--- src/rtl/cmPkg.sv ---
package cmPkg;
  typedef enum logic [1:0] {
    OP_NONE   = 2'd0,
    OP_RMISS  = 2'd1,
    OP_WMISS  = 2'd2,
    OP_WFAULT = 2'd3
  } cmOp_e;

  typedef struct packed {
    logic setUse;
    logic setMod;
    logic recordWr;
    logic loadEntry;
    logic loadRw;
    logic upgrade;
    logic clrModEn;
    logic clrUseEn;
    logic respValid;
    logic respRw;
    logic protErr;
  } cmStrobe_t;
endpackage

--- src/rtl/cmCtrl.sv ---
module cmCtrl
  import cmPkg::*;
(
  input  cmOp_e     op,
  input  logic      evtWritable,
  input  logic      curMod,
  input  logic      curWr,
  input  logic      slotValid,
  input  logic      slotRw,
  input  logic      clrModValid,
  input  logic      clrUseValid,
  input  logic      clrModSame,
  input  logic      clrUseSame,
  output cmStrobe_t st
);
  logic active;
  assign active = (op != OP_NONE);

  always_comb begin
    st = '0;
    case (op)
      OP_RMISS: begin
        st.setUse    = 1'b1;
        st.recordWr  = 1'b1;
        st.loadEntry = 1'b1;
        st.loadRw    = evtWritable & curMod;
        st.respValid = 1'b1;
        st.respRw    = evtWritable & curMod;
      end
      OP_WMISS: begin
        if (evtWritable) begin
          st.setUse    = 1'b1;
          st.setMod    = 1'b1;
          st.recordWr  = 1'b1;
          st.loadEntry = 1'b1;
          st.loadRw    = 1'b1;
          st.respValid = 1'b1;
          st.respRw    = 1'b1;
        end else begin
          st.protErr = 1'b1;
        end
      end
      OP_WFAULT: begin
        if (slotValid && !slotRw) begin
          if (curWr) begin
            st.setUse    = 1'b1;
            st.setMod    = 1'b1;
            st.upgrade   = 1'b1;
            st.respValid = 1'b1;
            st.respRw    = 1'b1;
          end else begin
            st.protErr = 1'b1;
          end
        end
      end
      default: ;
    endcase
    st.clrModEn = clrModValid && !(active && clrModSame);
    st.clrUseEn = clrUseValid && !(active && clrUseSame);
  end
endmodule

--- src/rtl/cmData.sv ---
module cmData
  import cmPkg::*;
#(
  parameter int FRAMES  = 8,
  parameter int ENTRIES = 4,
  localparam int FW = $clog2(FRAMES),
  localparam int SW = $clog2(ENTRIES)
) (
  input  logic               clk,
  input  logic               rstN,
  input  cmOp_e              op,
  input  logic [FW-1:0]      evtFrame,
  input  logic [SW-1:0]      evtSlot,
  input  logic               evtWritable,
  input  logic [FW-1:0]      clrModFrame,
  input  logic [FW-1:0]      clrUseFrame,
  input  cmStrobe_t          st,
  output logic               curMod,
  output logic               curWr,
  output logic               slotValid,
  output logic               slotRw,
  output logic               clrModSame,
  output logic               clrUseSame,
  output logic               respValid,
  output logic               respRw,
  output logic               respProtErr,
  output logic [FRAMES-1:0]  modBits,
  output logic [FRAMES-1:0]  useBits,
  output logic [ENTRIES-1:0] tlbValid,
  output logic [ENTRIES-1:0] tlbRw
);
  logic [FRAMES-1:0]  modQ, useQ, wrQ;
  logic [ENTRIES-1:0] tlbVQ, tlbRwQ;
  logic [FW-1:0]      tlbFQ [ENTRIES];
  logic [FW-1:0]      effFrame;

  assign effFrame   = (op == OP_WFAULT) ? tlbFQ[evtSlot] : evtFrame;
  assign curMod     = modQ[effFrame];
  assign curWr      = wrQ[effFrame];
  assign slotValid  = tlbVQ[evtSlot];
  assign slotRw     = tlbRwQ[evtSlot];
  assign clrModSame = (clrModFrame == effFrame);
  assign clrUseSame = (clrUseFrame == effFrame);

  always_ff @(posedge clk or negedge rstN) begin
    if (!rstN) begin
      modQ <= '0;
      useQ <= '0;
      wrQ  <= '0;
    end else begin
      for (int i = 0; i < FRAMES; i++) begin
        if (st.clrModEn && clrModFrame == FW'(i)) modQ[i] <= 1'b0;
        if (st.clrUseEn && clrUseFrame == FW'(i)) useQ[i] <= 1'b0;
        if (effFrame == FW'(i)) begin
          if (st.setMod)   modQ[i] <= 1'b1;
          if (st.setUse)   useQ[i] <= 1'b1;
          if (st.recordWr) wrQ[i]  <= evtWritable;
        end
      end
    end
  end

  generate
    for (genvar e = 0; e < ENTRIES; e++) begin : gSlot
      always_ff @(posedge clk or negedge rstN) begin
        if (!rstN) begin
          tlbVQ[e]  <= 1'b0;
          tlbRwQ[e] <= 1'b0;
          tlbFQ[e]  <= '0;
        end else begin
          if (st.clrModEn && tlbFQ[e] == clrModFrame) tlbRwQ[e] <= 1'b0;
          if (st.clrUseEn && tlbFQ[e] == clrUseFrame) tlbVQ[e]  <= 1'b0;
          if (st.loadEntry && evtSlot == SW'(e)) begin
            tlbVQ[e]  <= 1'b1;
            tlbFQ[e]  <= evtFrame;
            tlbRwQ[e] <= st.loadRw;
          end
          if (st.upgrade && evtSlot == SW'(e)) tlbRwQ[e] <= 1'b1;
        end
      end
    end
  endgenerate

  always_ff @(posedge clk or negedge rstN) begin
    if (!rstN) begin
      respValid   <= 1'b0;
      respRw      <= 1'b0;
      respProtErr <= 1'b0;
    end else begin
      respValid   <= st.respValid;
      respRw      <= st.respRw;
      respProtErr <= st.protErr;
    end
  end

  assign modBits  = modQ;
  assign useBits  = useQ;
  assign tlbValid = tlbVQ;
  assign tlbRw    = tlbRwQ;
endmodule

--- src/rtl/cmTrack.sv ---
module cmTrack
  import cmPkg::*;
#(
  parameter int FRAMES  = 8,
  parameter int ENTRIES = 4,
  localparam int FW = $clog2(FRAMES),
  localparam int SW = $clog2(ENTRIES)
) (
  input  logic               clk,
  input  logic               rstN,
  input  logic [1:0]         evtOp,
  input  logic [FW-1:0]      evtFrame,
  input  logic [SW-1:0]      evtSlot,
  input  logic               evtWritable,
  input  logic               clrModValid,
  input  logic [FW-1:0]      clrModFrame,
  input  logic               clrUseValid,
  input  logic [FW-1:0]      clrUseFrame,
  output logic               respValid,
  output logic               respRw,
  output logic               respProtErr,
  output logic [FRAMES-1:0]  modBits,
  output logic [FRAMES-1:0]  useBits,
  output logic [ENTRIES-1:0] tlbValid,
  output logic [ENTRIES-1:0] tlbRw
);
  cmOp_e     op;
  cmStrobe_t st;
  logic curMod, curWr, slotValid, slotRw, clrModSame, clrUseSame;

  assign op = cmOp_e'(evtOp);

  cmCtrl ctrl (
    .op(op), .evtWritable(evtWritable), .curMod(curMod), .curWr(curWr),
    .slotValid(slotValid), .slotRw(slotRw),
    .clrModValid(clrModValid), .clrUseValid(clrUseValid),
    .clrModSame(clrModSame), .clrUseSame(clrUseSame), .st(st)
  );

  cmData #(.FRAMES(FRAMES), .ENTRIES(ENTRIES)) data (
    .clk(clk), .rstN(rstN), .op(op), .evtFrame(evtFrame), .evtSlot(evtSlot),
    .evtWritable(evtWritable), .clrModFrame(clrModFrame),
    .clrUseFrame(clrUseFrame), .st(st),
    .curMod(curMod), .curWr(curWr), .slotValid(slotValid), .slotRw(slotRw),
    .clrModSame(clrModSame), .clrUseSame(clrUseSame),
    .respValid(respValid), .respRw(respRw), .respProtErr(respProtErr),
    .modBits(modBits), .useBits(useBits), .tlbValid(tlbValid), .tlbRw(tlbRw)
  );
endmodule

--- config.mk ---
export PLATFORM = sky130hd
export DESIGN_NAME = cmTrack
export DESIGN_NICKNAME = d
export VERILOG_FILES = /design/src/rtl/cmPkg.sv /design/src/rtl/cmCtrl.sv /design/src/rtl/cmData.sv /design/src/rtl/cmTrack.sv
export SDC_FILE = /design/constraint.sdc
export NUM_CORES = 1
export LEC_CHECK = 0
export ABC_AREA = 0
export BUFFER_PORTS_ARGS = -buffer_cell sky130_fd_sc_hd__buf_2
export CAP_MARGIN = 20
export CELL_PAD_IN_SITES_DETAIL_PLACEMENT = 0
export CELL_PAD_IN_SITES_GLOBAL_PLACEMENT = 1
export CORE_MARGIN = 2
export CORE_UTILIZATION = 46
export CTS_BUF_LIST = sky130_fd_sc_hd__clkbuf_2 sky130_fd_sc_hd__clkbuf_4 sky130_fd_sc_hd__clkbuf_8
export CTS_CLUSTER_DIAMETER = 100
export CTS_CLUSTER_SIZE = 28
export DETAILED_ROUTE_END_ITERATION = 8
export MAX_ROUTING_LAYER = met4
export PLACE_DENSITY = 0.88
export REMOVE_ABC_BUFFERS = 1
export SYNTH_ARGS = -nofsm -noshare
export SYNTH_HDL_FRONTEND = slang
export SYNTH_SLANG_ARGS = --single-unit
--- constraint.sdc ---
create_clock -name clk -period 2.45 [get_ports clk]
set_input_delay 0.245 -clock clk [delete_from_list [all_inputs] [get_ports clk]]
set_output_delay 0.245 -clock clk [all_outputs]
set_load 0.01 [all_outputs]
==> metrics.cfg <==
[die]
die_h_um = 83.49
core.rowCount = 28
fp.dieW_um = 83.49
num_io_pins = 45
die_area_sq_um = 6971
core_sq_um = 6026
start_util = 0.4824

[critical_path]
slowest_stage = dfrtp_1
worstPathRequired_ps = 2650
cp.arrival_ps = 2540
crit_path_end_kind = flip-flop
path_max_fanout = 8
path_buf_inv = 1
critPathMaxStageDelay_ps = 440
path_delay_family = compound AO/OA/AOI/OAI gates
path_cells = mux2i_1 > o221ai_2 > buf_4 > and2_1 > a21oi_1 > nand2_1 > o32a_4 > o311ai_2
worstSetupPathType = reg -> reg
start_kind = flip-flop

[sta]
skew_ps = 7.542
min_period_ps = 2336
fin_tns_setup_ps = 0
fmax_mhz = 428.0
timing.final.max_slew_violations = 0
relSlewSlack = 0.6164
finalHoldViolCount = 0
worst_slack_ps = 113.7
fin_crit_sh = 0.9536
worst_slew_pin_slew_ps = 566.5
hold_slack_ps = 306.3
rsz0062_at_grt = no
setup_viol = 0

[cells_and_area]
multi_input_area_sq_um = 1637
final_cell_mix = dfrtp_1 (47), buf_2 (44), o21ai_0 (24), nand2_1 (20), mux2_2 (20)
syn_to_final_growth_pct = 16.23
regArea_sq_um = 1176
diodes = 0
final_common_cell = dfrtp_1
fill_cells = 535
fin_nets = 355
drive_gt1_frac = 0.3072
design_area_sq_um = 3378

[grt]
grt_usage = 0.2180
grt_pass1_wl_um = 11980
grt_max_degree = 31
grt_antenna_before_repair = 0
grt_pass1_vias = 2343
overflow = 0

[worst_hold_path]
hold_class = in -> reg

[pwr]
powerDensity_nw_per_um2 = 839.4
power.leakage_nw = 1.508
sw_frac_of_total = 0.3722
clkPwrFrac = 0.175
internal_power_w = 0.001780
combPwrFrac = 0.376
net-switching-power_w = 0.001055
vdd_ir_drop_max_v = 0.0003807
pwr-share-seq = 0.448

[detailed_routing]
drt-pass1-iter-count = 4
finalWirelength_um = 7219
ant_nets = 0
viasPerCell = 5.592
drc = 0
initialDrtViolationCount = 141
num_vias = 2276
routedWlPerCell_um = 17.74

[logic_synthesis]
synth.avg_cell_area_sq_um = 10.46
ys.warnings.count = 0
synth_area_leaders = dfrtp_1 (40%), mux2_2 (7.7%), mux2i_1 (5.5%), xor2_1 (5.1%), xnor2_1 (4.5%)
syn_inst = 278
ys.flop_type = dfrtp_1
synth_edf_count = 0
synth_top_area_cell = dfrtp_1
ys_seq_elements = 47
async_flop_share = 1.000
synthesis.area_sq_um = 2907
synth_top_area_frac = 0.4046
synth_cell_types = 49
ys_seq_area_frac = 0.4046

[clock_tree]
htree_levels = 2
cts.sinks = 47
clock_latency_ps = 300
clockBufferDepth = 2
root_buffer = clkbuf_8
cts_tree = yes
cts_buffers = 5
cts.clk_slew.worst_paths_ps = 90

[placed_design]
gp_congestion = 0.9241
postPlaceCellArea_sq_um = 3229
hpwl_um = 5518
io_buffers = 44
place_ws_ps = -68.27

[status]
status = finished, final reports clean

[run]
maxCapViolCount = 0

-- through the flow --
step / utilization / total power, W / instances
after floorplan: - / 0.001903 / 265
after global placement: 0.5359 / 0.002287 / 395
after detailed placement: 0.5359 / 0.002323 / 395
after CTS: 0.5527 / 0.002818 / 403
after global routing: 0.5606 / 0.003014 / 407
final: 0.5606 / 0.002836 / 407
-- worst reg2reg max path, delay by kind of cell, from the launching register on --
| family | cells | cell delay [ps] |
|---|---|---|
| mux | 1 | 280 |
| simple gates | 2 | 300 |
| compound gates | 4 | 1000 |
| flops | 1 | 440 |
| buf+inv | 1 | 220 |
-- repair_timing --
item / in CTS / in global routing
setup buffers: 0 / 4
endpoints found under the setup margin: 0 / 17
hold endpoints to repair: 17 / 0
hold buffers: 1 / 0
gates resized for setup: 0 / 5
-- flip-flops by register name (all words and copies together), names as in the netlist, 4 cells and up --
register       flops
data.tlbValid      4
data.useBits       8
data.tlbRw         4
data.modBits       8
data.tlbFQ        12
data.wrQ           8
-- cells by family after synthesis --
group           share of synthesized area
simple gates                       0.1184
compound gates                     0.1834
flops                              0.4046
mux                                0.1373
xor+xnor                          0.09643
buf+inv                           0.03831
fa+ha+maj                         0.02152
-- cells in the mapped netlist (4+ instances only) --
master / number
o211ai_1: 5
mux2i_1: 16
clkbuf_1: 4
xor2_1: 17
nand3_1: 8
nand2b_1: 12
mux2_2: 20
o21ai_0: 24
o31ai_1: 5
inv_1: 10
dfrtp_1: 47
ha_1: 5
o41ai_1: 4
nand2_1: 20
xnor2_1: 15
o311ai_2: 4
nor2_1: 15
-- final cells by class --
type | instances | area share
Sequential cell | 47 | 0.3481
Clock inverter | 1 | 0.002593
Multi-Input combinational cell | 208 | 0.4844
Tap cell | 75 | 0.02778
Inverter | 10 | 0.01111
Clock buffer | 6 | 0.02444
Timing Repair Buffer | 60 | 0.1015
-- power by group through the flow --
| stage | registers, W | logic [W] | clock network [W] |
|---|---|---|---|
| final | 0.00127 | 0.00107 | 0.000497 |
| after global routing | 0.00131 | 0.00118 | 0.000529 |
| after CTS | 0.00127 | 0.00105 | 0.000501 |
| after detailed placement | 0.00128 | 0.00105 | 0 |
| after global placement | 0.00127 | 0.00101 | 0 |
| after floorplan | 0.00129 | 0.000608 | 0 |
-- path summary, 6_finish.rpt --
path | start | end | slack (ps) | depth (start not counted)
worst max register to register | data.tlbFQ[1] | data.tlbRw[0] | 110 | 8
min in group asynchronous | rstN | data.wrQ[4] | 400 | 2
max in group asynchronous | rstN | data.tlbFQ[10] | 1320 | 3
worst min register to register | data.useBits[4] | data.useBits[4] | 510 | 2
worst min-delay path | evtFrame[0] | data.tlbFQ[0] | 310 | 2
worst max-delay path | data.tlbFQ[1] | data.tlbRw[0] | 110 | 8
-- metal layers --
metal,track usage,up-vias,wire [um]
met5,-,-,0
met4,0.05425,0,119
met3,0.02967,12,254
met2,0.3380,61,3384
met1,0.3060,1099,3461
li1,-,1104,-
(Power assumes the default switching activity.)
